$ cat src/rtl/sleepy_rx_pkg.sv
package sleepy_rx_pkg;

  // receive sequencer states
  typedef enum logic [1:0] {
    ST_IDLE,
    ST_START,
    ST_DATA,
    ST_STOP
  } rxState_e;

  // strobes from control to datapath
  typedef struct packed {
    logic cap7;     // latch first vote sample
    logic cap8;     // latch second vote sample
    logic shiftIn;  // shift the voted bit into the word
    logic loadData; // copy the word to the data register
    logic idleRst;  // restart the idle run counter
  } rxStrobes_t;

endpackage

$ cat src/rtl/sleepy_rx_datapath.sv
module sleepy_rx_datapath
  import sleepy_rx_pkg::*;
#(
  parameter int DATA_BITS  = 8,
  parameter int OVERSAMPLE = 16
) (
  input  logic                 clk,
  input  logic                 rstN,
  input  logic                 osTick,
  input  logic                 rxPin,
  input  logic                 txSerial,
  input  logic                 loopEn,
  input  rxStrobes_t           strb,
  output logic                 lineBit,
  output logic                 vote,
  output logic                 shiftMsb,
  output logic                 idleSeen,
  output logic [DATA_BITS-1:0] rxData,
  output logic                 txPin
);

  localparam int IDLE_TICKS = (DATA_BITS + 2) * OVERSAMPLE;
  localparam int IDLE_W     = $clog2(IDLE_TICKS + 1);

  logic                 rxSource;
  logic [1:0]           syncQ;
  logic                 samp7, samp8;
  logic [DATA_BITS-1:0] shiftReg;
  logic [IDLE_W-1:0]    idleCnt;

  // loop path: receiver listens to the transmitter, pin stays idle
  assign rxSource = loopEn ? txSerial : rxPin;
  assign txPin    = loopEn ? 1'b1 : txSerial;

  always_ff @(posedge clk or negedge rstN) begin
    if (!rstN) syncQ <= 2'b11;
    else       syncQ <= {syncQ[0], rxSource};
  end
  assign lineBit = syncQ[1];

  // three-sample majority; the third sample is the live one
  always_ff @(posedge clk or negedge rstN) begin
    if (!rstN) begin
      samp7 <= 1'b1;
      samp8 <= 1'b1;
    end else begin
      if (strb.cap7) samp7 <= lineBit;
      if (strb.cap8) samp8 <= lineBit;
    end
  end
  assign vote = (samp7 & samp8) | (samp7 & lineBit) | (samp8 & lineBit);

  always_ff @(posedge clk or negedge rstN) begin
    if (!rstN) begin
      shiftReg <= '0;
      rxData   <= '0;
    end else begin
      if (strb.shiftIn)  shiftReg <= {vote, shiftReg[DATA_BITS-1:1]};
      if (strb.loadData) rxData   <= shiftReg;
    end
  end
  assign shiftMsb = shiftReg[DATA_BITS-1];

  // consecutive high ticks, saturating at one frame length
  always_ff @(posedge clk or negedge rstN) begin
    if (!rstN) begin
      idleCnt <= '0;
    end else if (strb.idleRst) begin
      idleCnt <= '0;
    end else if (osTick) begin
      if (!lineBit)                           idleCnt <= '0;
      else if (idleCnt != IDLE_W'(IDLE_TICKS)) idleCnt <= idleCnt + IDLE_W'(1);
    end
  end
  assign idleSeen = (idleCnt == IDLE_W'(IDLE_TICKS));

endmodule

$ cat src/rtl/sleepy_rx_control.sv
module sleepy_rx_control
  import sleepy_rx_pkg::*;
#(
  parameter int DATA_BITS  = 8,
  parameter int OVERSAMPLE = 16
) (
  input  logic       clk,
  input  logic       rstN,
  input  logic       osTick,
  input  logic       lineBit,
  input  logic       vote,
  input  logic       shiftMsb,
  input  logic       idleSeen,
  input  logic       wakeOnAddr,
  input  logic       sleepSet,
  input  logic       sleepClr,
  input  logic       readStrobe,
  output rxStrobes_t strb,
  output logic       asleep,
  output logic       rxFull,
  output logic       frameErr
);

  localparam int PH_W  = $clog2(OVERSAMPLE);
  localparam int BIT_W = (DATA_BITS > 1) ? $clog2(DATA_BITS) : 1;
  localparam int MID   = OVERSAMPLE / 2;

  rxState_e   state;
  logic [PH_W-1:0]  phase;
  logic [BIT_W-1:0] bitCnt;
  logic sleepBit, fullBit, errBit;
  logic active, atVote, atWrap, frameDone, wakeAddr, wakeIdle;

  always_comb begin
    active    = (state != ST_IDLE);
    atVote    = osTick && active && (phase == PH_W'(MID + 1));
    atWrap    = osTick && active && (phase == PH_W'(OVERSAMPLE - 1));
    frameDone = atVote && (state == ST_STOP);
    wakeAddr  = frameDone && sleepBit && wakeOnAddr && shiftMsb;
    wakeIdle  = sleepBit && !wakeOnAddr && idleSeen;
    strb.cap7     = osTick && active && (phase == PH_W'(MID - 1));
    strb.cap8     = osTick && active && (phase == PH_W'(MID));
    strb.shiftIn  = atVote && (state == ST_DATA);
    strb.loadData = frameDone && (!sleepBit || wakeAddr);
    strb.idleRst  = sleepSet || !sleepBit;
  end

  always_ff @(posedge clk or negedge rstN) begin
    if (!rstN) begin
      state  <= ST_IDLE;
      phase  <= '0;
      bitCnt <= '0;
    end else if (osTick) begin
      case (state)
        ST_IDLE: begin
          if (!lineBit) begin
            state <= ST_START;
            phase <= PH_W'(1);
          end
        end
        ST_START: begin
          if (atVote && vote) begin
            state <= ST_IDLE;
            phase <= '0;
          end else if (atWrap) begin
            state  <= ST_DATA;
            bitCnt <= '0;
            phase  <= '0;
          end else begin
            phase <= phase + PH_W'(1);
          end
        end
        ST_DATA: begin
          if (atWrap) begin
            phase <= '0;
            if (bitCnt == BIT_W'(DATA_BITS - 1)) state <= ST_STOP;
            else                                 bitCnt <= bitCnt + BIT_W'(1);
          end else begin
            phase <= phase + PH_W'(1);
          end
        end
        ST_STOP: begin
          if (atVote) begin
            state <= ST_IDLE;
            phase <= '0;
          end else begin
            phase <= phase + PH_W'(1);
          end
        end
        default: begin
          state <= ST_IDLE;
          phase <= '0;
        end
      endcase
    end
  end

  always_ff @(posedge clk or negedge rstN) begin
    if (!rstN) begin
      sleepBit <= 1'b0;
      fullBit  <= 1'b0;
      errBit   <= 1'b0;
    end else begin
      if (sleepSet)                 sleepBit <= 1'b1;
      else if (sleepClr)            sleepBit <= 1'b0;
      else if (wakeAddr || wakeIdle) sleepBit <= 1'b0;

      if (strb.loadData) begin
        fullBit <= 1'b1;
        errBit  <= !vote;
      end else if (readStrobe) begin
        fullBit <= 1'b0;
        errBit  <= 1'b0;
      end
    end
  end

  assign asleep   = sleepBit;
  assign rxFull   = fullBit & ~sleepBit;
  assign frameErr = errBit & ~sleepBit;

endmodule

$ cat src/rtl/sleepy_uart_rx.sv
module sleepy_uart_rx
  import sleepy_rx_pkg::*;
#(
  parameter int DATA_BITS  = 8,
  parameter int OVERSAMPLE = 16
) (
  input  logic                 clk,
  input  logic                 rstN,
  input  logic                 osTick,
  input  logic                 rxPin,
  input  logic                 txSerial,
  input  logic                 loopEn,
  input  logic                 wakeOnAddr,
  input  logic                 sleepSet,
  input  logic                 sleepClr,
  input  logic                 readStrobe,
  output logic [DATA_BITS-1:0] rxData,
  output logic                 rxFull,
  output logic                 frameErr,
  output logic                 asleep,
  output logic                 txPin
);

  rxStrobes_t strb;
  logic lineBit, vote, shiftMsb, idleSeen;

  sleepy_rx_datapath #(.DATA_BITS(DATA_BITS), .OVERSAMPLE(OVERSAMPLE)) u_dp (
    .clk(clk), .rstN(rstN), .osTick(osTick), .rxPin(rxPin),
    .txSerial(txSerial), .loopEn(loopEn), .strb(strb),
    .lineBit(lineBit), .vote(vote), .shiftMsb(shiftMsb),
    .idleSeen(idleSeen), .rxData(rxData), .txPin(txPin)
  );

  sleepy_rx_control #(.DATA_BITS(DATA_BITS), .OVERSAMPLE(OVERSAMPLE)) u_ctrl (
    .clk(clk), .rstN(rstN), .osTick(osTick), .lineBit(lineBit),
    .vote(vote), .shiftMsb(shiftMsb), .idleSeen(idleSeen),
    .wakeOnAddr(wakeOnAddr), .sleepSet(sleepSet), .sleepClr(sleepClr),
    .readStrobe(readStrobe), .strb(strb), .asleep(asleep),
    .rxFull(rxFull), .frameErr(frameErr)
  );

endmodule

$ cat config.mk
export PLATFORM = sky130hd
export DESIGN_NAME = sleepy_uart_rx
export DESIGN_NICKNAME = d
export VERILOG_FILES = /design/src/rtl/sleepy_rx_pkg.sv /design/src/rtl/sleepy_rx_datapath.sv /design/src/rtl/sleepy_rx_control.sv /design/src/rtl/sleepy_uart_rx.sv
export SDC_FILE = /design/constraint.sdc
export NUM_CORES = 1
export LEC_CHECK = 0
export CELL_PAD_IN_SITES_DETAIL_PLACEMENT = 0
export CELL_PAD_IN_SITES_GLOBAL_PLACEMENT = 1
export CORE_UTILIZATION = 50
export CTS_BUF_LIST = sky130_fd_sc_hd__clkbuf_16
export CTS_CLUSTER_SIZE = 12
export DETAILED_ROUTE_END_ITERATION = 7
export DONT_BUFFER_PORTS = 1
export MAX_ROUTING_LAYER = met4
export PLACE_DENSITY = 0.87
export SETUP_SLACK_MARGIN = 0.02
export SLEW_MARGIN = 20
export SYNTH_ARGS = -nofsm -noshare
export SYNTH_HDL_FRONTEND = slang
export SYNTH_SLANG_ARGS = --single-unit
$ cat constraint.sdc
create_clock -name clk -period 2.3 [get_ports clk]
set_input_delay 0.23 -clock clk [delete_from_list [all_inputs] [get_ports clk]]
set_output_delay 0.23 -clock clk [all_outputs]
set_load 0.03 [all_outputs]
# Word level (Yosys, flattened, before mapping)
# Cells that the tools add are included.
# word_totals
latch_bits,0
regBits,40
output_inout_bits,12
inputBits,10
rom_bits,0
elab_cells,101
ram_bits,0
mem_count,0
# classes
div_mod_pow,0
eq_ne,19
n_mul,0
n_mux,29
bitwise_logic,8
n_reduce_logical,30
magnitude_cmp,0
add_sub_neg,3
shift,0
# ops
operator,count
two-way mux 8 bit,4
two-way mux 4 bit,4
case mux 4 bit (4 select lines),1
logical AND 1 bit,14
"== test 4 bit, second input constant",3
two-way mux 2 bit,6
two-way mux 3 bit,4
AND reduction 6 bit,2
"adder 8 x 1 -> 8 bit, second input constant",1
"== test 8 bit, second input constant",1
two-way mux 1 bit,8
"inequality test 2 bit, second input constant",4
"inequality test 8 bit, second input constant",1
case mux 2 bit (4 select lines),1
nonzero test 2 bit,4
"inequality test 2 x 1 -> 1 bit, second input constant",3
case mux 3 bit (2 select lines),1
bitwise AND 1 bit,5
"adder 4 x 1 -> 4 bit, second input constant",1
"== test 2 bit, second input constant",2
"== test 4 x 3 -> 1 bit, second input constant",1
AND reduction 2 bit,2
"adder 3 x 1 -> 3 bit, second input constant",1
"== test 3 bit, second input constant",1
other kinds (9),14

# Longest topological paths before layout
# Gate-level depths: netlist of run 1.
# logic_depth
ltp_word,11
mapped_depth,7
depth_no_buf,6

# By module
# A second synthesis of run 1 with hierarchy kept.
# hier_totals
cells_unflattened,184
area_unflattened_um2,2075.7
# by_module_without_submodules
mod,seq_area_each_um2,instances,cells_each,area_per_inst_um2
sleepy_rx_datapath,705.7,1,95,1228.7
sleepy_rx_control,300.3,1,89,847.1

# Worst setup path after synthesis of run 1
# Ideal clock, no wire load.
# synth_timing
path_type,register to register
from,register u_ctrl.phase[1]
to,register u_dp.rxData[0]
path_stages_with_launch,7
setup_time_ps,125
period_less_slack_ps,1748
required_ps,2175
path_buffers,0
t_arrival_ps,1624
path_slack_ps,552
path_cell_list,dfrtp_1 > inv_1 > ha_1 > and4b_1 > nand3_1 > a21oi_4 > mux2_2
# synth_between
elab_chain_len,8
# synth_lines
element,line,rtl
from (decl),sleepy_rx_control.sv:29,logic [PH_W-1:0] phase;
from (signal assigned),sleepy_rx_control.sv:70,phase <= phase + PH_W'(1);
from (signal assigned),sleepy_rx_control.sv:79,phase <= phase + PH_W'(1);
from (signal assigned),sleepy_rx_control.sv:87,phase <= phase + PH_W'(1);
== test 4 bit (*),sleepy_rx_control.sv:36,atVote = osTick && active && (phase == PH_W'(MID + 1));
logical AND 1 bit (*),sleepy_rx_control.sv:36,
logical AND 1 bit (*),sleepy_rx_control.sv:38,frameDone = atVote && (state == ST_STOP);
logical AND 1 bit (3 in series),sleepy_rx_control.sv:39,wakeAddr = frameDone && sleepBit && wakeOnAddr && shiftMsb;
logical OR 1 bit,sleepy_rx_control.sv:44,strb.loadData = frameDone && (!sleepBit || wakeAddr);
logical AND 1 bit (*),sleepy_rx_control.sv:44,
to (signal assigned),sleepy_rx_datapath.sv:59,if (strb.loadData) rxData <= shiftReg;
to (decl),sleepy_rx_datapath.sv:18,"output logic [DATA_BITS-1:0] rxData,"
# Every way passes the cells marked *; elsewhere a longest branch is shown, timed or not.
# A chain may end at the register's enable or synchronous reset.

# Worst setup path after layout of run 1
# layout_timing
from,register u_ctrl.phase[1]
to,register u_dp.rxData[3]
# Same word-level chain as after synthesis.

==> flow_metrics.py, run 1 <==
metrics = {
    "global_routing": {
        "met2_usage_pct": 34.1,
        "antenna_found_initial": 0,
        "busiest_layer": "met2",
        "grt_pass1_vias": 1484,
        "gr-total-overflow": 0,
        "groute.usage.overall_pct": 22.2,
        "use_met1_pct": 27.6,
        "grt_pass1_wl_mm": 6.93,
        "use_met3_pct": 4.48,
        "grt_max_degree": 41,
    },
    "finish": {
        "n_fill_cell": 329,
        "diodes": 0,
        "final_nets": 204,
        "layoutNonFillerInstCount": 238,
        "areaGrowthSynthToFinish_pct": 11.1,
        "final_cell_mix": "36 x dfrtp_1, 20 x mux2_2, 12 x inv_1",
        "stdcell_area_um2": 2300,
        "drive_above_1_share_pct": 25.5,
        "layout_commonest_cell": "dfrtp_1",
        "utilization_pct": 57.5,
    },
    "setup_path": {
        "r2r_end": "u_dp.rxData[3]$_DFFE_PN0P_",
        "cp-startpoint": "u_ctrl.phase[1]$_DFFE_PN0P_",
        "cp-end-kind": "register",
        "rrSetupSlack_ps": 380,
        "path_class": "register to register",
        "critPathMaxFanout": 10,
        "endpoint": "u_dp.rxData[3]$_DFFE_PN0P_",
        "rr_startpoint": "u_ctrl.phase[1]$_DFFE_PN0P_",
        "r2r_cells": 6,
        "required_ps": 2470,
        "cp-start-kind": "register",
        "crit_arrival_ps": 2090,
    },
    "detailed_routing": {
        "num_vias": 1452,
        "ant_nets": 0,
        "wl_per_cell_um": 17.3,
        "post_drt_via_cell_ratio": 6.10,
        "totalWireLength_mm": 4.13,
        "drc_errors": 0,
        "drt_pre_antenna_iters": 6,
        "drtIter0Drc": 144,
    },
    "floorplanning": {
        "core_area_um2": 4000,
        "die_w_um": 66.3,
        "ios": 22,
        "die_area_um2": 4400,
        "start_util_pct": 51.7,
        "rows": 23,
        "die_h_um": 66.3,
    },
    "logic_synthesis": {
        "yosys_warnings": 0,
        "netlist_area_um2": 2070,
        "synth_nets": 202,
        "synthArstFlopShare_pct": 100,
        "yosys_register_bits": 40,
        "synth_cells": 185,
        "yosysSeqAreaShare_pct": 48.6,
        "avgSynthCellArea_um2": 11.2,
        "synth.distinct_cells": 56,
        "synth_edf_count": 0,
        "synth_ff_type": "dfrtp_1",
    },
    "place": {
        "dpl_cell_area_um2": 2100,
        "dp_hpwl_mm": 2.81,
        "place_congestion": 0.883,
        "io_buffers": 0,
        "dp_cells": 228,
    },
    "sta": {
        "hold_viol_final": 0,
        "skew_ps": 2.96,
        "slew_violations": 0,
        "worstMarginPinSlew_ps": 591,
        "fmax_mhz": 520,
        "rsz0062_at_grt": "no",
        "fin_setup_tns_ps": 0,
        "finalCritPeriodShare_pct": 83.6,
        "relSlewSlack_pct": 60.5,
        "min_period_ps": 1920,
        "setup_viol": 0,
    },
    "pwr": {
        "pwr-share-comb_pct": 17.0,
        "switchingPower_uw": 600,
        "vdd_ir_drop_max_uv": 557,
        "cellInternalPower_mw": 1.47,
        "p_leak_nw": 1.07,
        "power.density_nw_per_um2": 898,
        "clock_power_share_pct": 39.1,
        "switching_share_pct": 29.0,
        "p_seq_share_pct": 43.9,
        "power_mw": 2.07,
    },
    "clocking": {
        "cts_buffer_depth": 2,
        "clk_pin_slew_worst_paths_ps": 60,
        "clkSinkCount": 40,
        "htree_levels": 2,
        "cts_setup_buffers": 0,
        "root_buffer": "clkbuf_16",
        "clk_latency_ps": 280,
        "cts_buffers": 5,
        "cts_tree": "yes",
    },
    "run": {
        "cap_violations": 0,
    },
    "min_path": {
        "hold_class": "input port to register",
        "hp-start": "sleepClr",
    },
    "status": {
        "status": "completed",
    },
}
==> critical path, cell delays in order, from the launching register on <==
cell	delay, ps
dfrtp_1	410
inv_1	90
ha_1	150
and4b_1	260
nand3_1	160
a21oi_4	350
mux2_2	390
==> cell usage after synthesis, types with 2 or more instances <==
| library cell | instances | area share, % |
|---|---|---|
| inv_1 | 12 | 2.2 |
| a21oi_1 | 7 | 1.7 |
| dfrtp_1 | 36 | 44 |
| nor3_1 | 3 | 0.73 |
| o22a_1 | 2 | 0.85 |
| mux2i_1 | 2 | 0.97 |
| and3_2 | 2 | 0.73 |
| nand4_1 | 4 | 1.2 |
| nand2_1 | 10 | 1.8 |
| buf_2 | 3 | 0.73 |
| ha_1 | 7 | 4.2 |
| o21ai_0 | 6 | 1.5 |
| nor2b_1 | 3 | 0.91 |
| nand3b_1 | 2 | 0.73 |
| mux2_2 | 20 | 11 |
| and2_1 | 5 | 1.5 |
| o31ai_1 | 3 | 1.1 |
| o211ai_1 | 2 | 0.73 |
| a32oi_1 | 2 | 0.85 |
| a22o_1 | 2 | 0.85 |
| nand3_1 | 6 | 1.5 |
| nor2_1 | 4 | 0.73 |
| clkbuf_1 | 4 | 0.73 |
| and3b_1 | 2 | 0.85 |
| dfstp_2 | 4 | 5.1 |
| or2_2 | 2 | 0.60 |
==> power groups by stage <==
stage                     combinational [mW]  sequential (mW)  clock [mW]
after floorplan                        0.321            0.846           0
after global placement                 0.311            0.908           0
after detailed placement               0.333            0.917           0
after CTS                              0.353            0.905       0.815
after global routing                   0.398            0.923       0.842
final                                  0.351            0.907       0.808
==> how the worst min path moves through the flow <==
| stage | end | slack [ps] | cells after the start |
|---|---|---|---|
| after floorplan | asynchronous set/reset pin | -70 | 0 |
| after global placement | u_dp.idleCnt[5]$_DFFE_PN0P_ | -60 | 0 |
| after detailed placement | u_ctrl.phase[3]$_DFFE_PN0P_ | -60 | 0 |
| after CTS | u_ctrl.asleep$_DFFE_PN0P_ | 30 | 1 |
| after global routing | u_ctrl.asleep$_DFFE_PN0P_ | 40 | 1 |
| final | u_ctrl.asleep$_DFFE_PN0P_ | 40 | 1 |
==> metrics by stage <==
stage	setup slack, ps	hold WS [ps]
2_1_floorplan	552	-65.6
3_3_place_gp	443	-64.4
3_5_place_dp	376	-64.3
4_1_cts	381	34.9
5_1_grt	268	40.5
6_report	378	38.4
==> layer usage <==
layer / part of all wire [%] / wire length, um / vias up
met5: 0 / 0 / -
li1: - / - / 672
met3: 5.6 / 230 / 9
met4: 2.4 / 100 / 0
met1: 44 / 1830 / 714
met2: 48 / 1960 / 57
==> flip-flops by register name, indices dropped and copies added, names as in the netlist, named ones only <==
signal and count:
u_dp.idleCnt 8, u_dp.rxData 8, u_dp.shiftReg 8, u_ctrl.phase 4
u_ctrl.bitCnt 3, u_dp.syncQ 2, u_ctrl.asleep 1, u_ctrl.errBit 1
u_ctrl.fullBit 1, u_ctrl.state 1, u_dp.samp7 1, u_dp.samp8 1
==> cell type report <==
type,instances,area (um^2),share of cell area (%)
clock buffers,5,125,5.44
inverters,12,45.0,1.96
clock inverters,3,46.3,2.01
multi-input cells,125,977,42.5
flip-flops and latches,40,1010,43.7
well taps,50,62.6,2.72
repair buffers,3,37.5,1.63
==> kinds of logic (layout without fill, tap and decap cells) <==
| family | after synthesis | after routing | share of synthesized area (%) |
|---|---|---|---|
| buffers and inverters | 20 | 23 | 4.17 |
| AO/OA/AOI/OAI | 37 | 37 | 13.2 |
| multiplexers | 22 | 22 | 11.9 |
| flip-flops | 40 | 40 | 48.6 |
| XOR/XNOR | 2 | 2 | 0.847 |
| AND/OR/NAND/NOR | 56 | 56 | 16.6 |
| adder cells (fa/ha/maj) | 8 | 8 | 4.72 |
==> what timing repair did <==
| action | in CTS | in global routing |
|---|---|---|
| endpoints found under the hold margin | 40 | 0 |
| hold buffers | 2 | 0 |
| gates resized for setup | 0 | 0 |
| setup endpoints to repair | 0 | 0 |
No activity file was read; power rests on OpenSTA's default activity.
==> run 2: changes to the inputs <==
ABC_AREA = 1   (was unset)
CORE_UTILIZATION = 47   (was 50)
clock period = 1.94 ns   (was 2.3 ns; I/O delays follow)
==> run 2 against run 1 <==
Net effect:
- synthesized area is 0.79% higher
- clock skew is 0.87 ps higher
- maximum frequency rose by 12%
- sequential power grew 7.9%
- worst hold slack lost 32 ps
- via count is 6.8% higher
- total power grew 11%
==> flow_metrics.py, run 2 <==
metrics = {
    "place": {
        "io_buffers": 0,
        "place_congestion": 0.828,
        "dp_hpwl_mm": 2.75,
        "dpl_cell_area_um2": 2140,
    },
    "finish": {
        "final_cell_mix": "61 x nand2_1, 39 x inv_1, 36 x dfrtp_1",
        "final_nets": 278,
        "layout_commonest_cell": "nand2_1",
        "areaGrowthSynthToFinish_pct": 10.9,
        "multi_input_area_um2": 887,
        "reg.largest.list": "u_dp.idleCnt: 8 flops, u_dp.rxData: 8 flops, u_dp.shiftReg: 8 flops",
        "diodes": 0,
        "n_fill_cell": 386,
        "final-seq-area_um2": 1010,
        "stdcell_area_um2": 2310,
        "drive_above_1_share_pct": 16.8,
    },
    "setup_path": {
        "crit_arrival_ps": 1840,
        "cp-start-kind": "register",
        "rrSetupSlack_ps": 230,
        "cp_slowest_cell": "dfrtp_1",
        "required_ps": 2070,
        "critPathMaxFanout": 19,
        "cp-end-kind": "register",
        "slowest_delay_ps": 390,
        "cp_cell_sequence": "inv_1, ha_1, inv_1, nor2_2, nand2_1, nor2_2, o21ai_2, nand2_1, o21ai_2",
        "path_class": "register to register",
    },
    "clocking": {
        "cts_setup_buffers": 0,
        "clk_pin_slew_worst_paths_ps": 60,
        "clk_latency_ps": 280,
        "htree_levels": 2,
        "hold_buffers": 2,
        "cts_tree": "yes",
        "clkSinkCount": 40,
        "cts_buffer_depth": 2,
        "root_buffer": "clkbuf_16",
        "cts_buffers": 5,
        "cts_resized": 0,
    },
    "logic_synthesis": {
        "synth_edf_count": 0,
        "avgSynthCellArea_um2": 8.28,
        "synth_area_leaders": "dfrtp_1 43%, nand2_1 11%, inv_1 7.0%",
        "synthArstFlopShare_pct": 100,
        "synth_nets": 269,
        "yosys_register_bits": 40,
        "yosysSeqAreaShare_pct": 48.2,
        "synth.distinct_cells": 30,
        "yosys_warnings": 0,
        "synth_most_common_cell": "nand2_1",
        "netlist_area_um2": 2090,
        "synth_ff_type": "dfrtp_1",
        "synth_top_area_share_pct": 43.2,
        "synth_cells": 252,
        "synth_commonest_cells": "61 x nand2_1, 39 x inv_1, 36 x dfrtp_1, 21 x o21ai_0, 18 x nand3_1",
        "synth_top_area_cell": "dfrtp_1",
    },
    "pwr": {
        "p_leak_nw": 1.10,
        "vdd_ir_drop_max_uv": 596,
        "power.density_nw_per_um2": 994,
    },
    "sta": {
        "fmax_mhz": 585,
        "relSlewSlack_pct": 40.4,
        "worstMarginPinSlew_ps": 893,
        "finalCritPeriodShare_pct": 88.1,
        "rsz0062_at_grt": "no",
        "setup_viol": 0,
        "min_period_ps": 1710,
        "hold_viol_final": 0,
        "skew_ps": 3.83,
        "fin_setup_tns_ps": 0,
        "slew_violations": 0,
    },
    "global_routing": {
        "grt_pass1_wl_mm": 6.48,
        "gr-total-overflow": 0,
        "grt_pass1_vias": 1469,
        "grt_max_degree": 41,
        "groute.usage.overall_pct": 19.7,
        "antenna_found_initial": 0,
    },
    "detailed_routing": {
        "wl_per_cell_um": 12.2,
        "totalWireLength_mm": 3.81,
        "drt_pre_antenna_iters": 4,
        "ant_nets": 0,
        "drc_errors": 0,
        "num_vias": 1551,
        "post_drt_via_cell_ratio": 4.97,
        "drtIter0Drc": 79,
    },
    "floorplanning": {
        "die_w_um": 68.6,
        "die_h_um": 68.6,
        "start_util_pct": 50.7,
        "ios": 22,
        "rows": 23,
        "core_area_um2": 4120,
        "die_area_um2": 4710,
    },
    "min_path": {
        "hold_class": "input port to register",
    },
    "run": {
        "cap_violations": 0,
    },
    "status": {
        "status": "completed",
    },
}
==> run 2: changes by cell type after synthesis, sizes merged, moves of 5 or more <==
cell   delta
and2      -5
nor2     +16
nand2    +57
inv      +30
o21ai    +25
mux2     -20
nand3    +15
==> run 2: cells by family (layout without fill, tap and decap cells) <==
kind of cell    after synthesis  after routing  synth area share (%)
compound gates               39             39                  11.6
buf+inv                      46             56                  9.24
xor+xnor                      2              2                 0.840
flops                        40             40                  48.2
fa+ha+maj                     7              7                  4.20
simple gates                118            118                  25.9
==> run 2: routing by layer <==
metal  routed length, um  share of wire (%)  track usage, %
met5                   0                  0               -
met4                  57                1.5            7.29
met3                 137                3.6            5.92
met2                1810                 47            30.1
met1                1810                 47            24.5
==> run 2: area by class of cell <==
cell class / instances / share of cell area [%]
sequential: 40 / 43.5
multi-input combinational: 166 / 38.4
inverter: 43 / 7.14
clock buffer: 5 / 5.41
tap: 50 / 2.71
timing repair buffer: 5 / 2.27
clock inverter: 3 / 0.595
==> run 2: stage by stage <==
stage	power (mW)	hold WS, ps	setup slack, ps	util (%)	cells
CTS	2.33	6.20	222	56.2	312
global route	2.45	10.6	46.6	56.2	312
finish	2.30	6.50	230	56.2	312
global placement	1.52	-100	308	52.1	302
detailed placement	1.52	-100	242	52.1	302
floorplan	1.43	-102	530	-	252
==> run 2: critical path, delay by kind of cell (launching register included) <==
family | cells | cell delay, ps
AND/OR/NAND/NOR | 4 | 560
buffers and inverters | 2 | 130
adder cells (fa/ha/maj) | 1 | 150
AO/OA/AOI/OAI | 2 | 320
flip-flops | 1 | 390
==> run 2: worst paths after layout <==
path / startpoint / end / depth (start not counted)
min reg2reg: u_dp.syncQ[0]$_DFF_PN1_ / u_dp.syncQ[1]$_DFF_PN1_ / 0
max: u_ctrl.phase[1]$_DFFE_PN0P_ / u_dp.rxData[4]$_DFFE_PN0P_ / 9
max reg2reg: u_ctrl.phase[1]$_DFFE_PN0P_ / u_dp.rxData[4]$_DFFE_PN0P_ / 9
max in group asynchronous: rstN / u_dp.syncQ[0]$_DFF_PN1_ / 2
min: readStrobe / u_ctrl.fullBit$_DFFE_PN0P_ / 1
min in group asynchronous: rstN / u_ctrl.phase[0]$_DFFE_PN0P_ / 2
==> run 2: report_power, final <==
part | total (mW) | switching, mW | internal, mW
clock | 0.771 | 0.305 | 0.466
sequential | 0.979 | 0.0675 | 0.911
combinational | 0.547 | 0.366 | 0.181
total | 2.30 | 0.738 | 1.56
==> run 3: changes to the inputs <==
CELL_PAD_IN_SITES_DETAIL_PLACEMENT = 1   (was 0)
CELL_PAD_IN_SITES_GLOBAL_PLACEMENT = 2   (was 1)
CORE_UTILIZATION = 37   (was 47)
PLACE_DENSITY = 0.86   (was 0.87)
SETUP_SLACK_MARGIN = 0.2   (was 0.02)
==> run 3 against run 2 <==
Net effect:
- global-route usage is 2.7 points lower
- via count rose by 3.6%
- first-iteration DRC count decreased by 2.5%
- total power increased by 7.7%
- die area increased by 26%
- utilization shrank 11 points
- sequential share of layout area fell by 1.6 points
- largest cell class unchanged
- worst setup slack improved by 120 ps
- critical endpoint is now u_dp.rxData[6]$_DFFE_PN0P_
- largest power group unchanged
- worst hold slack better by 8.6 ps
- critical path type unchanged
- clock power grew 22%
- maximum frequency is 7.3% higher
==> flow_metrics.py, run 3 (synthesis gave the netlist of run 2 again) <==
metrics = {
    "finish": {
        "reg.largest.list": "u_dp.idleCnt: 8 flops, u_dp.rxData: 8 flops, u_dp.shiftReg: 8 flops",
        "areaGrowthSynthToFinish_pct": 15.1,
        "layout_commonest_cell": "nand2_1",
        "drive_above_1_share_pct": 17.5,
        "final_cell_mix": "61 x nand2_1, 39 x inv_1, 36 x dfrtp_1",
        "final_nets": 279,
        "diodes": 0,
        "n_fill_cell": 658,
    },
    "sta": {
        "worstMarginPinSlew_ps": 555,
        "rsz0062_at_grt": "yes",
        "setup_viol": 0,
        "fin_setup_tns_ps": 0,
        "fmax_mhz": 627,
        "finalCritPeriodShare_pct": 82.2,
        "relSlewSlack_pct": 62.9,
        "hold_viol_final": 0,
        "whs_ps": 15.1,
        "slew_violations": 0,
        "skew_ps": 5.94,
        "min_period_ps": 1590,
    },
    "setup_path": {
        "crit_family": "simple AND/OR/NAND/NOR gates",
        "cp-start-kind": "register",
        "path_buf_inv": 2,
        "cp_slowest_cell": "dfrtp_1",
        "cp_cell_sequence": "inv_1, ha_1, inv_1, nor2_2, nand2_1, nor2_4, o21ai_4, nand2_1, o21ai_2",
        "cp-end-kind": "register",
        "crit_arrival_ps": 1750,
        "required_ps": 2100,
        "path_class": "register to register",
        "slowest_delay_ps": 390,
        "critPathMaxFanout": 10,
    },
    "run": {
        "cap_violations": 0,
    },
    "global_routing": {
        "gr-total-overflow": 0,
        "grt_pass1_wl_mm": 7.82,
        "antenna_found_initial": 0,
        "grt_max_degree": 41,
        "grt_pass1_vias": 1672,
        "groute.usage.overall_pct": 17.0,
    },
    "floorplanning": {
        "die_area_um2": 5940,
        "ios": 22,
        "rows": 26,
        "die_h_um": 77.1,
        "die_w_um": 77.1,
        "core_area_um2": 5270,
        "start_util_pct": 39.6,
    },
    "clocking": {
        "htree_levels": 2,
        "cts_tree": "yes",
        "clk_latency_ps": 280,
        "cts_buffer_depth": 2,
        "clkSinkCount": 40,
        "root_buffer": "clkbuf_16",
        "cts_buffers": 5,
        "clk_pin_slew_worst_paths_ps": 60,
    },
    "detailed_routing": {
        "num_vias": 1607,
        "totalWireLength_mm": 4.52,
        "drc_errors": 0,
        "drt_pre_antenna_iters": 4,
        "wl_per_cell_um": 13.6,
        "ant_nets": 0,
        "post_drt_via_cell_ratio": 4.83,
        "drtIter0Drc": 77,
    },
    "pwr": {
        "cellInternalPower_mw": 1.70,
        "p_seq_share_pct": 39.6,
        "clock_power_share_pct": 38.1,
        "vdd_ir_drop_max_uv": 478,
        "switchingPower_uw": 771,
        "power.density_nw_per_um2": 1030,
        "switching_share_pct": 31.2,
        "p_leak_nw": 1.11,
        "pwr-share-comb_pct": 22.2,
    },
    "min_path": {
        "hold_class": "input port to register",
    },
    "status": {
        "status": "completed",
    },
    "place": {
        "place_congestion": 0.770,
        "dp_hpwl_mm": 3.26,
        "io_buffers": 0,
    },
}
## run 3: stage by stage
stage	power, mW	util [%]	worst slack [ps]	cells	instance area, um^2
after floorplan	1.43	-	530	252	2090
after global placement	1.53	41.1	306	322	2170
after detailed placement	1.53	41.1	215	322	2170
after CTS	2.50	45.1	294	332	2380
after global routing	2.63	45.5	184	333	2400
final	2.47	45.5	346	333	2400
## run 3: worst paths after layout
check	startpoint	depth (start not counted)	slack (ps)	to
min in group asynchronous	rstN	2	380	u_dp.idleCnt[0]$_DFFE_PN0P_
setup reg to reg	u_ctrl.phase[1]$_DFFE_PN0P_	9	350	u_dp.rxData[6]$_DFFE_PN0P_
hold reg to reg	u_dp.syncQ[0]$_DFF_PN1_	0	350	u_dp.syncQ[1]$_DFF_PN1_
setup / recovery	u_ctrl.phase[1]$_DFFE_PN0P_	9	350	u_dp.rxData[6]$_DFFE_PN0P_
hold / removal	readStrobe	1	20	u_ctrl.fullBit$_DFFE_PN0P_
max in group asynchronous	rstN	2	1290	u_dp.syncQ[0]$_DFF_PN1_
## run 3: area by class of cell
type / count / area (um^2) / share of cell area [%]
Clock buffer: 5 / 125 / 5.21
Clock inverter: 3 / 47.5 / 1.98
Inverter: 43 / 165 / 6.88
Multi-Input combinational cell: 167 / 916 / 38.2
Sequential cell: 40 / 1010 / 41.9
Tap cell: 70 / 87.6 / 3.65
Timing Repair Buffer: 5 / 52.6 / 2.19
## run 3: repair_timing
item / in CTS / in global routing
endpoints found under the hold margin: 40 / 0
hold buffers: 2 / 0
setup endpoints to repair: 1 / 9
cloned: 0 / 1
buffers inserted: 0 / 0
gates resized for setup: 1 / 2
## run 3: routing by layer
metal / vias up / global-route usage [%] / routed length (um)
met5: - / - / 0
met4: 0 / 6.23 / 61
met3: 6 / 2.98 / 122
met2: 18 / 27.7 / 2220
met1: 769 / 21.2 / 2120
li1: 814 / - / -
## run 3: worst reg2reg max path, stage by stage, from the launching register on
cell and delay [ps]:
dfrtp_1 390, inv_1 100, ha_1 140, inv_1 40, nor2_2 150, nand2_1 120, nor2_4 200, o21ai_4 150
nand2_1 120, o21ai_2 60
## run 3: power groups by stage
stage | Combinational [mW] | Sequential (mW) | Clock, mW
after floorplan | 0.449 | 0.981 | 0
after global placement | 0.537 | 0.993 | 0
after detailed placement | 0.535 | 0.994 | 0
after CTS | 0.562 | 0.979 | 0.963
after global routing | 0.642 | 0.990 | 0.997
final | 0.550 | 0.980 | 0.943
